File: config.mk
export PLATFORM = sky130hd
export DESIGN_NAME = prio_irq_bank
export DESIGN_NICKNAME = d
export VERILOG_FILES = /design/src/rtl/prio_irq_pkg.sv /design/src/rtl/prio_irq_decode.sv /design/src/rtl/prio_irq_arb.sv /design/src/rtl/prio_irq_core.sv /design/src/rtl/prio_irq_bank.sv
export SDC_FILE = /design/constraint.sdc
export NUM_CORES = 1
export LEC_CHECK = 0
export BUFFER_PORTS_ARGS = -buffer_cell sky130_fd_sc_hd__clkbuf_2
export CAP_MARGIN = 25
export CORE_MARGIN = 2
export CORE_UTILIZATION = 28
export CTS_BUF_LIST = sky130_fd_sc_hd__clkbuf_4 sky130_fd_sc_hd__clkbuf_8 sky130_fd_sc_hd__clkbuf_16
export DETAILED_ROUTE_END_ITERATION = 12
export MAX_ROUTING_LAYER = met4
export PLACE_DENSITY = 0.42
export SKIP_CTS_REPAIR_TIMING = 1
export SYNTH_ARGS = -nofsm -noshare
export SYNTH_HDL_FRONTEND = slang
export SYNTH_SLANG_ARGS = --single-unit
File: constraint.sdc
create_clock -name clk -period 67.4 [get_ports clk]
set_clock_uncertainty 0.2 [all_clocks]
set_input_delay 10.11 -clock clk [delete_from_list [all_inputs] [get_ports clk]]
set_output_delay 10.11 -clock clk [all_outputs]
set_load 0.01 [all_outputs]
File: src/rtl/prio_irq_pkg.sv
package prio_irq_pkg;

  typedef enum logic [2:0] {
    RD_NONE,
    RD_LEVEL,
    RD_MASK,
    RD_STATUS,
    RD_GMASK,
    RD_SRC_IRQ,
    RD_SRC_FIQ
  } rdSel_e;

  typedef struct packed {
    logic   lvlWr;
    logic   maskWr;
    logic   statClr;
    logic   gmaskWr;
    logic   ackIrq;
    logic   ackFiq;
    rdSel_e rdSel;
  } strobes_t;

endpackage

File: src/rtl/prio_irq_decode.sv
module prio_irq_decode
  import prio_irq_pkg::*;
#(
  parameter int NUM_LINES = 32,
  parameter int ADDR_W    = 6,
  localparam int LINE_W   = $clog2(NUM_LINES)
) (
  input  logic [ADDR_W-1:0] regAddr,
  input  logic              regWrEn,
  input  logic [1:0]        ctrlBits,
  output strobes_t          stb,
  output logic [LINE_W-1:0] lineIdx
);

  localparam logic [ADDR_W-1:0] A_MASK    = ADDR_W'(NUM_LINES);
  localparam logic [ADDR_W-1:0] A_STATUS  = ADDR_W'(NUM_LINES + 1);
  localparam logic [ADDR_W-1:0] A_CTRL    = ADDR_W'(NUM_LINES + 2);
  localparam logic [ADDR_W-1:0] A_GMASK   = ADDR_W'(NUM_LINES + 3);
  localparam logic [ADDR_W-1:0] A_SRC_IRQ = ADDR_W'(NUM_LINES + 4);
  localparam logic [ADDR_W-1:0] A_SRC_FIQ = ADDR_W'(NUM_LINES + 5);

  assign lineIdx = regAddr[LINE_W-1:0];

  always_comb begin
    stb = '0;
    stb.rdSel = RD_NONE;
    if (regAddr < A_MASK) begin
      stb.rdSel = RD_LEVEL;
      stb.lvlWr = regWrEn;
    end else begin
      case (regAddr)
        A_MASK: begin
          stb.rdSel  = RD_MASK;
          stb.maskWr = regWrEn;
        end
        A_STATUS: begin
          stb.rdSel   = RD_STATUS;
          stb.statClr = regWrEn;
        end
        A_CTRL: begin
          stb.ackIrq = regWrEn & ctrlBits[0];
          stb.ackFiq = regWrEn & ctrlBits[1];
        end
        A_GMASK: begin
          stb.rdSel   = RD_GMASK;
          stb.gmaskWr = regWrEn;
        end
        A_SRC_IRQ: stb.rdSel = RD_SRC_IRQ;
        A_SRC_FIQ: stb.rdSel = RD_SRC_FIQ;
        default:   stb.rdSel = RD_NONE;
      endcase
    end
  end

endmodule

File: src/rtl/prio_irq_arb.sv
module prio_irq_arb #(
  parameter int NUM_LINES = 32,
  parameter int PRIO_W    = 5,
  localparam int LINE_W   = $clog2(NUM_LINES)
) (
  input  logic [NUM_LINES-1:0]             cand,
  input  logic [NUM_LINES-1:0][PRIO_W-1:0] prio,
  output logic                             valid,
  output logic [LINE_W-1:0]                idx
);

  logic [PRIO_W-1:0] bestPrio;

  // Strict less-than keeps the lowest line number on a tie.
  always_comb begin
    valid    = 1'b0;
    idx      = '0;
    bestPrio = '1;
    for (int i = 0; i < NUM_LINES; i++) begin
      if (cand[i] && (!valid || (prio[i] < bestPrio))) begin
        valid    = 1'b1;
        idx      = LINE_W'(i);
        bestPrio = prio[i];
      end
    end
  end

endmodule

File: src/rtl/prio_irq_core.sv
module prio_irq_core
  import prio_irq_pkg::*;
#(
  parameter int NUM_LINES   = 32,
  parameter int PRIO_W      = 5,
  parameter int DATA_W      = 32,
  parameter int FIQ_CAPABLE = 1,
  localparam int LINE_W     = $clog2(NUM_LINES)
) (
  input  logic                 clk,
  input  logic                 rstN,
  input  logic [NUM_LINES-1:0] irqIn,
  input  strobes_t             stb,
  input  logic [LINE_W-1:0]    lineIdx,
  input  logic [DATA_W-1:0]    wrData,
  output logic [DATA_W-1:0]    rdData,
  output logic                 irqOut,
  output logic                 fiqOut,
  output logic [NUM_LINES-1:0] maskOut,
  output logic                 gmaskOut,
  output logic [LINE_W-1:0]    srcIrq,
  output logic [LINE_W-1:0]    srcFiq
);

  logic [NUM_LINES-1:0]             routeQ, trigQ, inQ, pendQ, maskQ;
  logic [NUM_LINES-1:0][PRIO_W-1:0] prioQ;
  logic                             gmaskQ;
  logic [NUM_LINES-1:0]             stat;
  logic [1:0][NUM_LINES-1:0]        cand;
  logic [1:0]                       winValid, outQ, ackHit;
  logic [1:0][LINE_W-1:0]           winIdx, srcQ;

  // Per-line configuration words
  always_ff @(posedge clk or negedge rstN) begin
    if (!rstN) begin
      routeQ <= '0;
      trigQ  <= '0;
      prioQ  <= '0;
    end else if (stb.lvlWr) begin
      routeQ[lineIdx] <= (FIQ_CAPABLE != 0) ? wrData[0] : 1'b0;
      trigQ[lineIdx]  <= wrData[1];
      prioQ[lineIdx]  <= wrData[2 +: PRIO_W];
    end
  end

  always_ff @(posedge clk or negedge rstN) begin
    if (!rstN) begin
      maskQ  <= '1;
      gmaskQ <= 1'b1;
    end else begin
      if (stb.maskWr)  maskQ  <= wrData[NUM_LINES-1:0];
      if (stb.gmaskWr) gmaskQ <= wrData[0];
    end
  end

  assign ackHit = {stb.ackFiq, stb.ackIrq} & outQ;

  // Input sampling and edge latches
  always_ff @(posedge clk or negedge rstN) begin
    if (!rstN) begin
      inQ   <= '0;
      pendQ <= '0;
    end else begin
      inQ <= irqIn;
      for (int i = 0; i < NUM_LINES; i++) begin
        if (trigQ[i])
          pendQ[i] <= 1'b0;
        else if (irqIn[i] && !inQ[i])
          pendQ[i] <= 1'b1;
        else if (stb.statClr)
          pendQ[i] <= 1'b0;
        else if ((ackHit[0] && srcQ[0] == LINE_W'(i)) ||
                 (ackHit[1] && srcQ[1] == LINE_W'(i)))
          pendQ[i] <= 1'b0;
      end
    end
  end

  always_comb begin
    for (int i = 0; i < NUM_LINES; i++)
      stat[i] = trigQ[i] ? inQ[i] : pendQ[i];
  end

  assign cand[0] = stat & ~maskQ & ~routeQ;
  assign cand[1] = stat & ~maskQ & routeQ;

  for (genvar o = 0; o < 2; o++) begin : g_arb
    prio_irq_arb #(
      .NUM_LINES(NUM_LINES),
      .PRIO_W   (PRIO_W)
    ) u_arb (
      .cand (cand[o]),
      .prio (prioQ),
      .valid(winValid[o]),
      .idx  (winIdx[o])
    );
  end

  // Registered outputs; an acknowledge forces one low cycle
  always_ff @(posedge clk or negedge rstN) begin
    if (!rstN) begin
      outQ <= '0;
      srcQ <= '0;
    end else begin
      for (int o = 0; o < 2; o++) begin
        if (ackHit[o]) begin
          outQ[o] <= 1'b0;
        end else begin
          outQ[o] <= winValid[o] & ~gmaskQ;
          if (winValid[o]) srcQ[o] <= winIdx[o];
        end
      end
    end
  end

  always_comb begin
    rdData = '0;
    case (stb.rdSel)
      RD_LEVEL:   rdData[PRIO_W+1:0] = {prioQ[lineIdx], trigQ[lineIdx], routeQ[lineIdx]};
      RD_MASK:    rdData[NUM_LINES-1:0] = maskQ;
      RD_STATUS:  rdData[NUM_LINES-1:0] = stat;
      RD_GMASK:   rdData[0] = gmaskQ;
      RD_SRC_IRQ: rdData[LINE_W-1:0] = srcQ[0];
      RD_SRC_FIQ: rdData[LINE_W-1:0] = srcQ[1];
      default:    rdData = '0;
    endcase
  end

  assign irqOut   = outQ[0];
  assign fiqOut   = outQ[1];
  assign maskOut  = maskQ;
  assign gmaskOut = gmaskQ;
  assign srcIrq   = srcQ[0];
  assign srcFiq   = srcQ[1];

endmodule

File: src/rtl/prio_irq_bank.sv
module prio_irq_bank
  import prio_irq_pkg::*;
#(
  parameter int NUM_LINES   = 32,
  parameter int PRIO_W      = 5,
  parameter int DATA_W      = 32,
  parameter int ADDR_W      = 6,
  parameter int FIQ_CAPABLE = 1,
  localparam int LINE_W     = $clog2(NUM_LINES)
) (
  input  logic                 clk,
  input  logic                 rstN,
  input  logic [NUM_LINES-1:0] irqIn,
  input  logic [ADDR_W-1:0]    regAddr,
  input  logic                 regWrEn,
  input  logic [DATA_W-1:0]    regWrData,
  output logic [DATA_W-1:0]    regRdData,
  output logic                 irqOut,
  output logic                 fiqOut
);

  strobes_t             stb;
  logic [LINE_W-1:0]    lineIdx;
  logic [NUM_LINES-1:0] maskQ;
  logic                 gmaskQ;
  logic [LINE_W-1:0]    srcIrq, srcFiq;

  prio_irq_decode #(
    .NUM_LINES(NUM_LINES),
    .ADDR_W   (ADDR_W)
  ) u_decode (
    .regAddr (regAddr),
    .regWrEn (regWrEn),
    .ctrlBits(regWrData[1:0]),
    .stb     (stb),
    .lineIdx (lineIdx)
  );

  prio_irq_core #(
    .NUM_LINES  (NUM_LINES),
    .PRIO_W     (PRIO_W),
    .DATA_W     (DATA_W),
    .FIQ_CAPABLE(FIQ_CAPABLE)
  ) u_core (
    .clk     (clk),
    .rstN    (rstN),
    .irqIn   (irqIn),
    .stb     (stb),
    .lineIdx (lineIdx),
    .wrData  (regWrData),
    .rdData  (regRdData),
    .irqOut  (irqOut),
    .fiqOut  (fiqOut),
    .maskOut (maskQ),
    .gmaskOut(gmaskQ),
    .srcIrq  (srcIrq),
    .srcFiq  (srcFiq)
  );

endmodule

==> reports/summary.json <==
{
  "clkLatencyLatePin": {"value": 0.61, "unit": "ns"},
  "dp_hpwl": {"value": 99.9, "unit": "mm"},
  "synth-edff-count": {"value": 0},
  "cp_common_cell": {"value": "sky130_fd_sc_hd__ha_1"},
  "yosysWarnings": {"value": 0},
  "coreArea": {"value": 0.112, "unit": "mm2"},
  "grt_first_pass_wirelength": {"value": 193, "unit": "mm"},
  "yosys.cell_count.top_type": {"value": "sky130_fd_sc_hd__nand2_1"},
  "global_route.usage.total": {"value": 0.226},
  "synth.net_count": {"value": 3853},
  "cts.sink_count": {"value": 333},
  "first_global_vias": {"value": 28500},
  "cp_data_arrival_time": {"value": 55.23, "unit": "ns"},
  "drc": {"value": 0},
  "postSynthRegisterBits": {"value": 333},
  "die_x": {"value": 340, "unit": "um"},
  "netlist.area_leader.share": {"value": 0.238},
  "dr.pass1.iters": {"value": 5},
  "outcome": {"value": "complete, no violations"},
  "required": {"value": 67.68, "unit": "ns"},
  "cts-root-buf": {"value": "sky130_fd_sc_hd__clkbuf_16"},
  "cts_made_buffers": {"value": 42},
  "fillers": {"value": 12000},
  "layout-drive-gt1-share": {"value": 0.200},
  "detail_route.wl_per_cell": {"value": 24.9, "unit": "um"},
  "post_synth_top_cells": {"value": "436 x sky130_fd_sc_hd__nand2_1, 334 x sky130_fd_sc_hd__nor2_1, 300 x sky130_fd_sc_hd__dfrtp_1, 271 x sky130_fd_sc_hd__mux2_2, 234 x sky130_fd_sc_hd__o21ai_0"},
  "max-slew-margin-rel": {"value": 0.290},
  "synth_sequential_area_ratio": {"value": 0.265},
  "fmaxAchievable": {"value": 18.2, "unit": "MHz"},
  "count_of_final_hold_check_violations": {"value": 0},
  "num_io_pins": {"value": 107},
  "critical_path.slowest_cell": {"value": "sky130_fd_sc_hd__o31ai_1"},
  "timing_worst_setup_path_type": {"value": "reg -> reg"},
  "synth.distinct_cells": {"value": 158},
  "totalNegativeSetupSlack": {"value": 0, "unit": "ns"},
  "initial_core_util": {"value": 0.281},
  "starting_drt_drc_count": {"value": 2289},
  "max_slew.worst_pin.slew": {"value": 1.06, "unit": "ns"},
  "total_die_area": {"value": 0.115, "unit": "mm2"},
  "timing.critical_path.fanout_max": {"value": 11},
  "design.final.nets": {"value": 3874},
  "vias": {"value": 29300},
  "std_cell_rows": {"value": 123},
  "vias_cell": {"value": 5.62},
  "final.period_utilization": {"value": 0.815},
  "drv_cap": {"value": 0},
  "cts_tree": {"value": "built"},
  "gpl.final_weighted_congestion": {"value": 0.903},
  "die_height": {"value": 340, "unit": "um"},
  "final-setup-viol-count": {"value": 0},
  "netlist.top_cell.by_area": {"value": "sky130_fd_sc_hd__dfrtp_1"},
  "worst_path_largest_cell_delay": {"value": 0.81, "unit": "ns"},
  "antenna_found_initial": {"value": 6},
  "port_buffers": {"value": 106},
  "synth_area_per_cell": {"value": 8.65, "unit": "um2"},
  "maxSlewViolCount": {"value": 0},
  "cts.clk_slew.worst_paths": {"value": 0.06, "unit": "ns"},
  "globalRouteOverflowTotal": {"value": 0},
  "min_period": {"value": 54.95, "unit": "ns"},
  "endpoint_kind": {"value": "flip-flop"},
  "crit_path_start_kind": {"value": "flip-flop"},
  "grt_setup_unrepaired": {"value": "false"},
  "synth_cells": {"value": 3648},
  "grt_start_max_net_pins": {"value": 89},
  "hold_path_class": {"value": "reg -> reg"},
  "synthesis.area": {"value": 0.0316, "unit": "mm2"},
  "reg2reg_setup_slack": {"value": 12.45, "unit": "ns"},
  "postSynth.asyncResetShare": {"value": 1.00},
  "ys.flop_type": {"value": "sky130_fd_sc_hd__dfrtp_1"},
  "cts_htree_levels": {"value": 2},
  "routed_wirelength": {"value": 130, "unit": "mm"},
  "ys_top_cells_by_area": {"value": "sky130_fd_sc_hd__dfrtp_1 24%, sky130_fd_sc_hd__mux2_2 9.7%, sky130_fd_sc_hd__ha_1 5.2%"},
  "clock_tree.buffer_depth": {"value": 3},
  "areaGrowthSynthToFinish": {"value": 10.1, "unit": "%"},
  "route.antenna.remaining_nets": {"value": 0}
}
[worst max-delay path, delay by kind of cell, from the launching register on]
kind                     cells  cell delay [ns]
AO/OA/AOI/OAI               96            23.57
AND/OR/NAND/NOR             82            15.62
adder cells (fa/ha/maj)     33             9.51
multiplexers                14             3.92
buffers and inverters       18             1.48
flip-flops                   1             0.45
[area by class of cell]
cell class              instances  area [um2]  area share
diodes                          2        5.00    0.000144
clock buffers                  60        1230      0.0354
clock inverters                18         173     0.00497
inverters                     183         687      0.0198
multi-input cells            2977       21600       0.623
flip-flops and latches        333        8370       0.241
well taps                    1500        1880      0.0540
repair buffers                132         761      0.0219
[per-stage QoR]
stage / hold slack (ns) / area [um2] / worst slack (ns) / utilization / std cells
3_5_place_dp: 0.313 / 33300 / 12.95 / 0.297 / 5124
3_3_place_gp: 0.307 / 33300 / 12.72 / 0.297 / 5124
2_1_floorplan: 0.285 / 31600 / 21.58 / - / 3648
4_1_cts: 0.302 / 34700 / 12.73 / 0.309 / 5202
5_1_grt: 0.339 / 34700 / 6.70 / 0.310 / 5203
6_report: 0.303 / 34700 / 12.45 / 0.310 / 5205
[layer usage]
metal  track usage  wire (um)
met1         0.313      61800
met2         0.357      59500
met3        0.0214       5500
met4        0.0468       2710
met5             -          0
[placed cells by master, fill, tap and decap left out, drive strengths merged, types with 19 or more instances in the layout]
cell type	n
nand2	437
nor2	335
dfrtp	300
mux2	280
o21ai	254
inv	184
a21oi	183
clkbuf	163
ha	132
mux2i	106
nor3	93
nand3	83
mux4	68
a31oi	53
and2	49
nand2b	43
a21o	40
o211ai	39
and3	39
o21a	38
or3	37
a211oi	36
maj3	35
nor2b	34
dfstp	33
or2	30
buf	29
o31ai	29
a22oi	24
nor4	24
o22ai	23
nand4b	21
nand3b	20
o211a	19
[final timing paths]
kind,endpoint,cells past startpoint,startpoint
min in group asynchronous,u_core.routeQ[23],1,rstN
worst min-delay path,u_core.pendQ[23],3,u_core.inQ[23]
worst max register to register,u_core.srcIrq[4],243,u_core.trigQ[0]
worst max-delay path,u_core.srcIrq[4],243,u_core.trigQ[0]
worst min register to register,u_core.pendQ[23],3,u_core.inQ[23]
max in group asynchronous,u_core.routeQ[12],3,rstN
[registers in the layout, summed over array words and instances, names as in the netlist]
signal,flops
u_core.prioQ,160
u_core.srcFiq,5
u_core.srcIrq,5
u_core.trigQ,32
u_core.outQ,2
u_core.pendQ,32
u_core.routeQ,32
u_core.maskOut,32
u_core.inQ,32
u_core.gmaskOut,1
[kinds of logic after synthesis]
family / count (synthesis) / share of synthesized area
buffers and inverters: 338 / 0.0490
flip-flops: 333 / 0.265
AO/OA/AOI/OAI: 1016 / 0.228
AND/OR/NAND/NOR: 1322 / 0.205
multiplexers: 454 / 0.184
XOR/XNOR: 18 / 0.00500
adder cells (fa/ha/maj): 167 / 0.0636
Power is not shown: default switching activity piles up to over one toggle a cycle in this logic, so the estimate is an artifact.
